--- config.mk ---
export PLATFORM = sky130hd
export DESIGN_NAME = evseq_dual_task
export DESIGN_NICKNAME = d
export VERILOG_FILES = /design/src/rtl/evseq_pkg.sv /design/src/rtl/evseq_trig_eval.sv /design/src/rtl/evseq_task_pick.sv /design/src/rtl/evseq_dual_task.sv
export SDC_FILE = /design/constraint.sdc
export NUM_CORES = 1
export LEC_CHECK = 0
export BUFFER_PORTS_ARGS = -buffer_cell sky130_fd_sc_hd__buf_2
export CAP_MARGIN = 20
export CORE_AREA = 5 5 42 44
export CTS_BUF_LIST = sky130_fd_sc_hd__clkbuf_8
export CTS_CLUSTER_SIZE = 16
export DETAILED_ROUTE_END_ITERATION = 10
export DIE_AREA = 0 0 47 49
export PLACE_DENSITY_LB_ADDON = 0.3
export SLEW_MARGIN = 30
export SYNTH_ARGS = -nofsm -noshare
export SYNTH_HDL_FRONTEND = slang
export SYNTH_SLANG_ARGS = --single-unit
--- constraint.sdc ---
create_clock -name clk -period 2.4 [get_ports clk]
set_input_delay 0.24 -clock clk [delete_from_list [all_inputs] [get_ports clk]]
set_output_delay 0.24 -clock clk [all_outputs]
set_load 0.01 [all_outputs]
--- src/rtl/evseq_pkg.sv ---
package evseq_pkg;
    localparam int NUM_TASKS = 2;
    localparam int CODE_W    = 2;

    typedef enum logic {
        TASK_A = 1'b0,
        TASK_B = 1'b1
    } task_id_e;

    typedef enum logic [CODE_W-1:0] {
        TRG_NOW    = 2'b00,
        TRG_VSYNC  = 2'b01,
        TRG_FIELD0 = 2'b10,
        TRG_FIELD1 = 2'b11
    } trig_code_e;

    typedef enum logic {
        PH_WAIT = 1'b0,
        PH_RUN  = 1'b1
    } phase_e;

    typedef struct packed {
        phase_e   phase;
        task_id_e cur;
        task_id_e tgt;
        logic     is_rep;
        logic     rep_left;
        logic     start;
    } seq_state_t;

    function automatic task_id_e peer(input task_id_e t);
        return task_id_e'(~t);
    endfunction
endpackage

--- src/rtl/evseq_trig_eval.sv ---
module evseq_trig_eval
    import evseq_pkg::*;
(
    input  trig_code_e code,
    input  logic       vsync,
    input  logic       field_id,
    output logic       fire
);
    always_comb begin
        unique case (code)
            TRG_NOW:    fire = 1'b1;
            TRG_VSYNC:  fire = vsync;
            TRG_FIELD0: fire = vsync & ~field_id;
            TRG_FIELD1: fire = vsync & field_id;
            default:    fire = 1'b0;
        endcase
    end
endmodule

--- src/rtl/evseq_task_pick.sv ---
module evseq_task_pick
    import evseq_pkg::*;
(
    input  logic [NUM_TASKS-1:0] en,
    input  task_id_e             pref,
    output logic                 ok,
    output task_id_e             pick
);
    always_comb begin
        ok   = 1'b0;
        pick = pref;
        if (en[pref]) begin
            ok   = 1'b1;
            pick = pref;
        end else if (en[peer(pref)]) begin
            ok   = 1'b1;
            pick = peer(pref);
        end
    end
endmodule

--- src/rtl/evseq_dual_task.sv ---
module evseq_dual_task
    import evseq_pkg::*;
(
    input  logic       clk,
    input  logic       rst,
    input  logic       a_enable,
    input  logic [1:0] a_trig,
    input  logic       a_rpt,
    input  logic       b_enable,
    input  logic [1:0] b_trig,
    input  logic       b_rpt,
    input  logic       task_done,
    input  logic       vsync,
    input  logic       field_id,
    output logic       task_sel,
    output logic       task_start
);
    localparam seq_state_t RST_STATE = '{
        phase:    PH_WAIT,
        cur:      TASK_A,
        tgt:      TASK_A,
        is_rep:   1'b0,
        rep_left: 1'b0,
        start:    1'b0
    };

    // per-task configuration gathered into indexable vectors
    logic [NUM_TASKS-1:0] en_vec;
    logic [NUM_TASKS-1:0] rpt_vec;
    logic [CODE_W-1:0]    trig_vec [NUM_TASKS];

    for (genvar gi = 0; gi < NUM_TASKS; gi++) begin : g_cfg
        if (gi == 0) begin : g_a
            assign en_vec[gi]   = a_enable;
            assign rpt_vec[gi]  = a_rpt;
            assign trig_vec[gi] = a_trig;
        end else begin : g_b
            assign en_vec[gi]   = b_enable;
            assign rpt_vec[gi]  = b_rpt;
            assign trig_vec[gi] = b_trig;
        end
    end

    seq_state_t st_q, st_d;

    // trigger code of the task that finished last governs the wait
    trig_code_e cur_code;
    logic       fire;
    logic       pick_ok;
    task_id_e   pick;

    assign cur_code = trig_code_e'(trig_vec[st_q.cur]);

    evseq_trig_eval u_trig (
        .code     (cur_code),
        .vsync    (vsync),
        .field_id (field_id),
        .fire     (fire)
    );

    evseq_task_pick u_pick (
        .en   (en_vec),
        .pref (st_q.tgt),
        .ok   (pick_ok),
        .pick (pick)
    );

    always_comb begin
        st_d       = st_q;
        st_d.start = 1'b0;
        unique case (st_q.phase)
            PH_RUN: begin
                if (task_done) begin
                    st_d.phase = PH_WAIT;
                    if (st_q.rep_left) begin
                        st_d.tgt    = st_q.cur;
                        st_d.is_rep = 1'b1;
                    end else begin
                        st_d.is_rep = 1'b0;
                        st_d.tgt    = en_vec[peer(st_q.cur)] ? peer(st_q.cur) : st_q.cur;
                    end
                end
            end
            PH_WAIT: begin
                if (fire && pick_ok) begin
                    st_d.phase    = PH_RUN;
                    st_d.start    = 1'b1;
                    st_d.cur      = pick;
                    st_d.rep_left = (st_q.is_rep && pick == st_q.tgt) ? 1'b0 : rpt_vec[pick];
                end
            end
            default: st_d = RST_STATE;
        endcase
        if (rst) begin
            st_d = RST_STATE;
        end
    end

    always_ff @(posedge clk) begin
        st_q <= st_d;
    end

    assign task_sel   = st_q.cur;
    assign task_start = st_q.start;

    // history-valid flag for assertions that look one cycle back
    logic armed_q;
    always_ff @(posedge clk) begin
        armed_q <= ~rst;
    end

    AST_START_ONE_CYCLE: assert property (@(posedge clk) disable iff (rst)
        task_start |=> !task_start);

    AST_SEL_ONLY_ON_START: assert property (@(posedge clk) disable iff (rst)
        (armed_q && !task_start) |-> $stable(task_sel));

    AST_START_NEEDS_ENABLE: assert property (@(posedge clk) disable iff (rst)
        (armed_q && task_start) |-> ($past(a_enable) || $past(b_enable)));

    AST_SYNC_GATED: assert property (@(posedge clk) disable iff (rst)
        (armed_q && task_start && $past(cur_code) != TRG_NOW) |-> $past(vsync));

    AST_EVEN_FIELD: assert property (@(posedge clk) disable iff (rst)
        (armed_q && task_start && $past(cur_code) == TRG_FIELD0) |-> !$past(field_id));

    AST_ODD_FIELD: assert property (@(posedge clk) disable iff (rst)
        (armed_q && task_start && $past(cur_code) == TRG_FIELD1) |-> $past(field_id));
endmodule

# Yosys cells after proc, flatten, opt, wreduce, memory -nomap -nowiden
# Cells that the tools add are included.
# op_classes
magnitude_cmp,5
n_eq_ne,4
mux,23
n_bitwise,7
reduce_logical,6
# ops
op,n
$mux 1,16
$mux 2,5
$lt 1x2->1 const B,4
$eq 2x2->1 const B,2
$not 1->1,4
$pmux 1 s4,1
$reduce_and 2->1,2
$and 1x1->1,2
$eq 2x1->1 const B,1
$ge 2x2->1 const B,1
$logic_and 1x1->1,2
$logic_not 2->1,1
$not 1->2,1
$pmux 1 s2,1
$reduce_or 2->1,1
$eq 1x1->1,1
# word_totals
ff_bits,6
input_bits,13
out_inout_bits,2

# Depth between registers and ports, before layout
# logic_depth
ltp_word,9
ltp_mapped,5
mapped_depth_nobuf,5

# Modules after synthesis
# From an unflattened synthesis, not the netlist that was laid out.
# unflattened
hier_cells,36
area_unflattened_um2,335.3
# by_module_without_submodules
mod,instances,cells_each,area_per_inst_um2,seq_area_each_um2
evseq_dual_task,1,29,292.8,120.1
evseq_trig_eval,1,3,23.8,0.0
evseq_task_pick,1,4,18.8,0.0

# Worst setup path after synthesis
# OpenSTA, ideal clock, no wires.
# synth_path
path_type,flip-flop to flip-flop
startpoint,register st_q (netlist bit task_sel)
endpoint,register st_q (netlist bit task_sel)
setup_time_ns,0.136
arrival_ns,1.393
t_required_ns,2.264
path_slack_ns,0.870
path_stages_with_launch,6
synth_period_minus_slack_ns,1.530
path_cell_list,dfxtp_1 mux2i_1 mux2i_1 nor3_1 a2111oi_0 a211oi_1
# synth_via
elab_chain_cells,8
word_cells_on_any_way,11
# synth_rtl
element,line,text
start: declaration,evseq_dual_task.sv:44,"seq_state_t st_q, st_d;"
start signal: assignment,evseq_dual_task.sv:100,st_q <= st_d;
$not 1->2 (implied by the code) *,evseq_dual_task.sv:52,assign cur_code = trig_code_e'(trig_vec[st_q.cur]);
$mux 2 (implied by the code) * (3 in series),evseq_dual_task.sv:52,
$eq 2x2->1 (tied with other cells),evseq_trig_eval.sv:10,unique case (code)
$pmux 1 s4 *,evseq_trig_eval.sv:10,
$logic_and 1x1->1 *,evseq_dual_task.sv:85,if (fire && pick_ok) begin
$reduce_and 2->1 (no line) *,-,
# Every way passes the cells marked *; elsewhere a longest branch is shown, timed or not. The select of a mux whose other input is x is not followed.
# A chain may end at the register's enable or synchronous reset.

# Final worst setup path
# layout_path
startpoint,register st_q (netlist bit task_sel)
endpoint,register st_q[1] (netlist name)
# Same word-level chain as after synthesis.

==> results.md <==
- Status: finished clean
- Least-Margin Pin Slew: 516 ps
- WL final: 849 um
- Internal: 0.248 mW
- Hold Path Origin: rst
- Setup CP Type: reg2reg
- Grt ovf: 0
- CP arrival: 1740 ps
- Cell count of the worst reg-to-reg path: 5
- Clock tree buffer depth: 2
- Yosys warns: 0
- Post-CTS setup buffer count: 0
- Max-cap viol count: 0
- GRT busiest layer: met2
- Mux contribution to synthesized area: 5.61%
- Core Region: 1400 um^2
- Clock Skews: 4.20 ps
- Final-report setup violation count: 0
- Mapped Nets: 60
- Drt drc: 0
- Drt via density: 4.85
- Effective utilization at floorplan: 25.4%
- Worst path cell trace: mux2i_1 -> mux2i_1 -> o31ai_1 -> and2b_1 -> nor3_2
- Largest net degree at the start of global routing: 7
- Utilization after layout: 34.8%
- Hold path depth: 2
- IO Port Bufs: 14
- Clock sinks: 6
- CP Launch Type: flop
- Static Leak: 0.215 nW
- Hold crit path type: in2reg
- Worst path required time: 2500 ps
- H-Tree Depth: 1
- Critical path fanouts, max: 6
- Clk pwr share: 44.5%
- Pwr Density: 681 nW/um^2
- RSZ-0062 raised after global routing: false
- Sw frac: 25.2%
- TritonCTS clock tree: yes
- Gr usage total: 8.81%
- Yosys reg bits: 6
- Layout cells sized above 1: 31.3%
- First-pass GRT wire length: 1.48 mm
- Global placer's final weighted congestion: 0.797
- Worst path bufs/invs: 0
- Most frequent CP cell: mux2i_1
- Reg2reg end: st_q[1]
- Clk_lat worst skew: 220 ps
- Setup_tns: 0 ps
- Clock transition at the registers of the reported paths: 40 ps
- Die area: 2300 um^2
- Synth Area in Compound Gates: 28.8%
- Die W: 47 um
- Clock Root Buffer: clkbuf_8
- Post-Syn Area per Cell: 7.59 um^2
- Min Tclk post-route: 1640 ps
- Pre-antenna DRT Iters: 2
- Pwr Total: 0.332 mW
- Initial antenna violation count: 0
- Fin crit share: 68.2%
- Combinational share of power: 19.7%
- Sequential Power Share: 35.9%
- Hold-fix buffers at CTS: 0
- Final Slew Violations: 0
- Slowest cell delay on critical path: 490 ps
- Cell variety after synth: 20
- Combinational family with the most area after synthesis: compound AO/OA/AOI/OAI gates
- Vias in the first global route: 403
- F_max: 611 MHz
- Switching Power: 0.0839 mW
- Post-Synth XOR/XNOR Area: 0%
- Final hold vios: 0
- Grt met3 use: 5.90%
- Std cell rows: 14
- Vias: 388
- Num CTS Buffers: 3
- Hold EP: st_q[2]
- Fin nets: 79
- Syn Inst Count: 47
- Post-Synth Simple-Gate Area: 28.8%
- Die height: 49 um
- Worst setup EP type: flop
- ANT cells: 0
- Syn-to-layout area delta: 36.8%
- CTS resizes: 0
- Seq/Total Area, Yosys: 33.7%
- RR Startpoint: task_sel
- DR iter-0 viols: 1
- Met2 Usage GRT: 12.7%
- Dpl hpwl: 679 um
- Drt wl/cell: 10.6 um
- Top delay family on crit path: compound AO/OA/AOI/OAI gates
- Post-synthesis adder-cell area fraction: 0%
- IO Count: 15
- Antenna Violating Nets Remaining: 0
- Peak supply drop: 0.000302 V
- R2R setup slack: 760 ps
- Master of the slowest instance on the critical path: o31ai_1
- Global routing usage on met1: 10.4%
- Relative slew slack: 65.3%
- Post-Syn Area: 357 um^2
state kept, by name, indices dropped and copies added (netlist names):
signal,cells
st_q,4
task_start,1
task_sel,1
through the flow:
stage / setup slack (ps) / cell area, um^2 / hold slack [ps] / instances
after CTS: 757 / 488 / 256 / 80
after detailed placement: 777 / 447 / 481 / 77
after global placement: 802 / 447 / 474 / 77
final: 764 / 488 / 267 / 80
after global routing: 626 / 488 / 262 / 80
after floorplan: 870 / 357 / 309 / 47
layout by cell type (no fill, tap or decap):
master / synthesis / layout
nand2_1: 6 / 6
clkbuf_8: 0 / 3
nand2b_1: 2 / 2
a22o_1: 1 / 1
mux2i_1: 2 / 2
nor3_1: 1 / 1
nor2_1: 7 / 7
inv_1: 2 / 2
a211oi_1: 3 / 3
o31ai_1: 1 / 1
o21ai_0: 2 / 2
nor3_2: 1 / 1
inv_2: 1 / 1
dfxtp_1: 6 / 6
o22ai_1: 1 / 1
a221oi_1: 1 / 1
buf_2: 0 / 14
and2b_1: 1 / 1
nand2b_4: 1 / 1
a2111oi_0: 1 / 1
nand3_1: 1 / 1
a21oi_1: 6 / 6
how the worst max path moves through the flow:
stage | cells after the start | slack (ps) | end | startpoint
final | 5 | 760 | st_q[1] | task_sel
after global routing | 5 | 630 | task_sel | task_sel
after CTS | 5 | 760 | task_sel | task_sel
after detailed placement | 5 | 780 | task_sel | task_sel
after global placement | 5 | 800 | task_sel | task_sel
after floorplan | 5 | 870 | task_sel | task_sel
cell families (layout without fill, tap and decap cells):
| kind of cell | after synthesis | after routing |
|---|---|---|
| compound gates | 16 | 16 |
| flops | 6 | 6 |
| buf+inv | 3 | 20 |
| simple gates | 20 | 20 |
| mux | 2 | 2 |
cells in the mapped netlist, drive strengths merged:
cell	count	area, um^2
nor2	7	26.3
a21oi	6	30.0
dfxtp	6	120
nand2	6	22.5
a211oi	3	22.5
inv	3	11.3
nand2b	3	26.3
mux2i	2	20.0
nor3	2	15.0
o21ai	2	10.0
a2111oi	1	8.76
a221oi	1	8.76
a22o	1	8.76
and2b	1	7.51
nand3	1	5.00
o22ai	1	6.26
o31ai	1	7.51
final cells by class:
cell class | count | area (um^2)
inverter | 3 | 11.3
multi-input combinational | 38 | 225
tap | 16 | 20.0
sequential | 6 | 120
clock buffer | 3 | 41.3
timing repair buffer | 14 | 70.1
fill | 167 | 913
power by group through the flow:
stage	Combinational (mW)	Sequential (mW)	Clock (mW)
after floorplan	0.0390	0.120	0
after global placement	0.0654	0.121	0
after detailed placement	0.0651	0.121	0
after CTS	0.0658	0.119	0.152
after global routing	0.0743	0.121	0.162
final	0.0653	0.119	0.148
metal layers:
metal / up-vias / part of all wire (%)
met5: - / 0
met4: 0 / 0
li1: 204 / -
met3: 0 / 6.0
met2: 13 / 47
met1: 171 / 47
No activity file was read; power rests on OpenSTA's default activity.
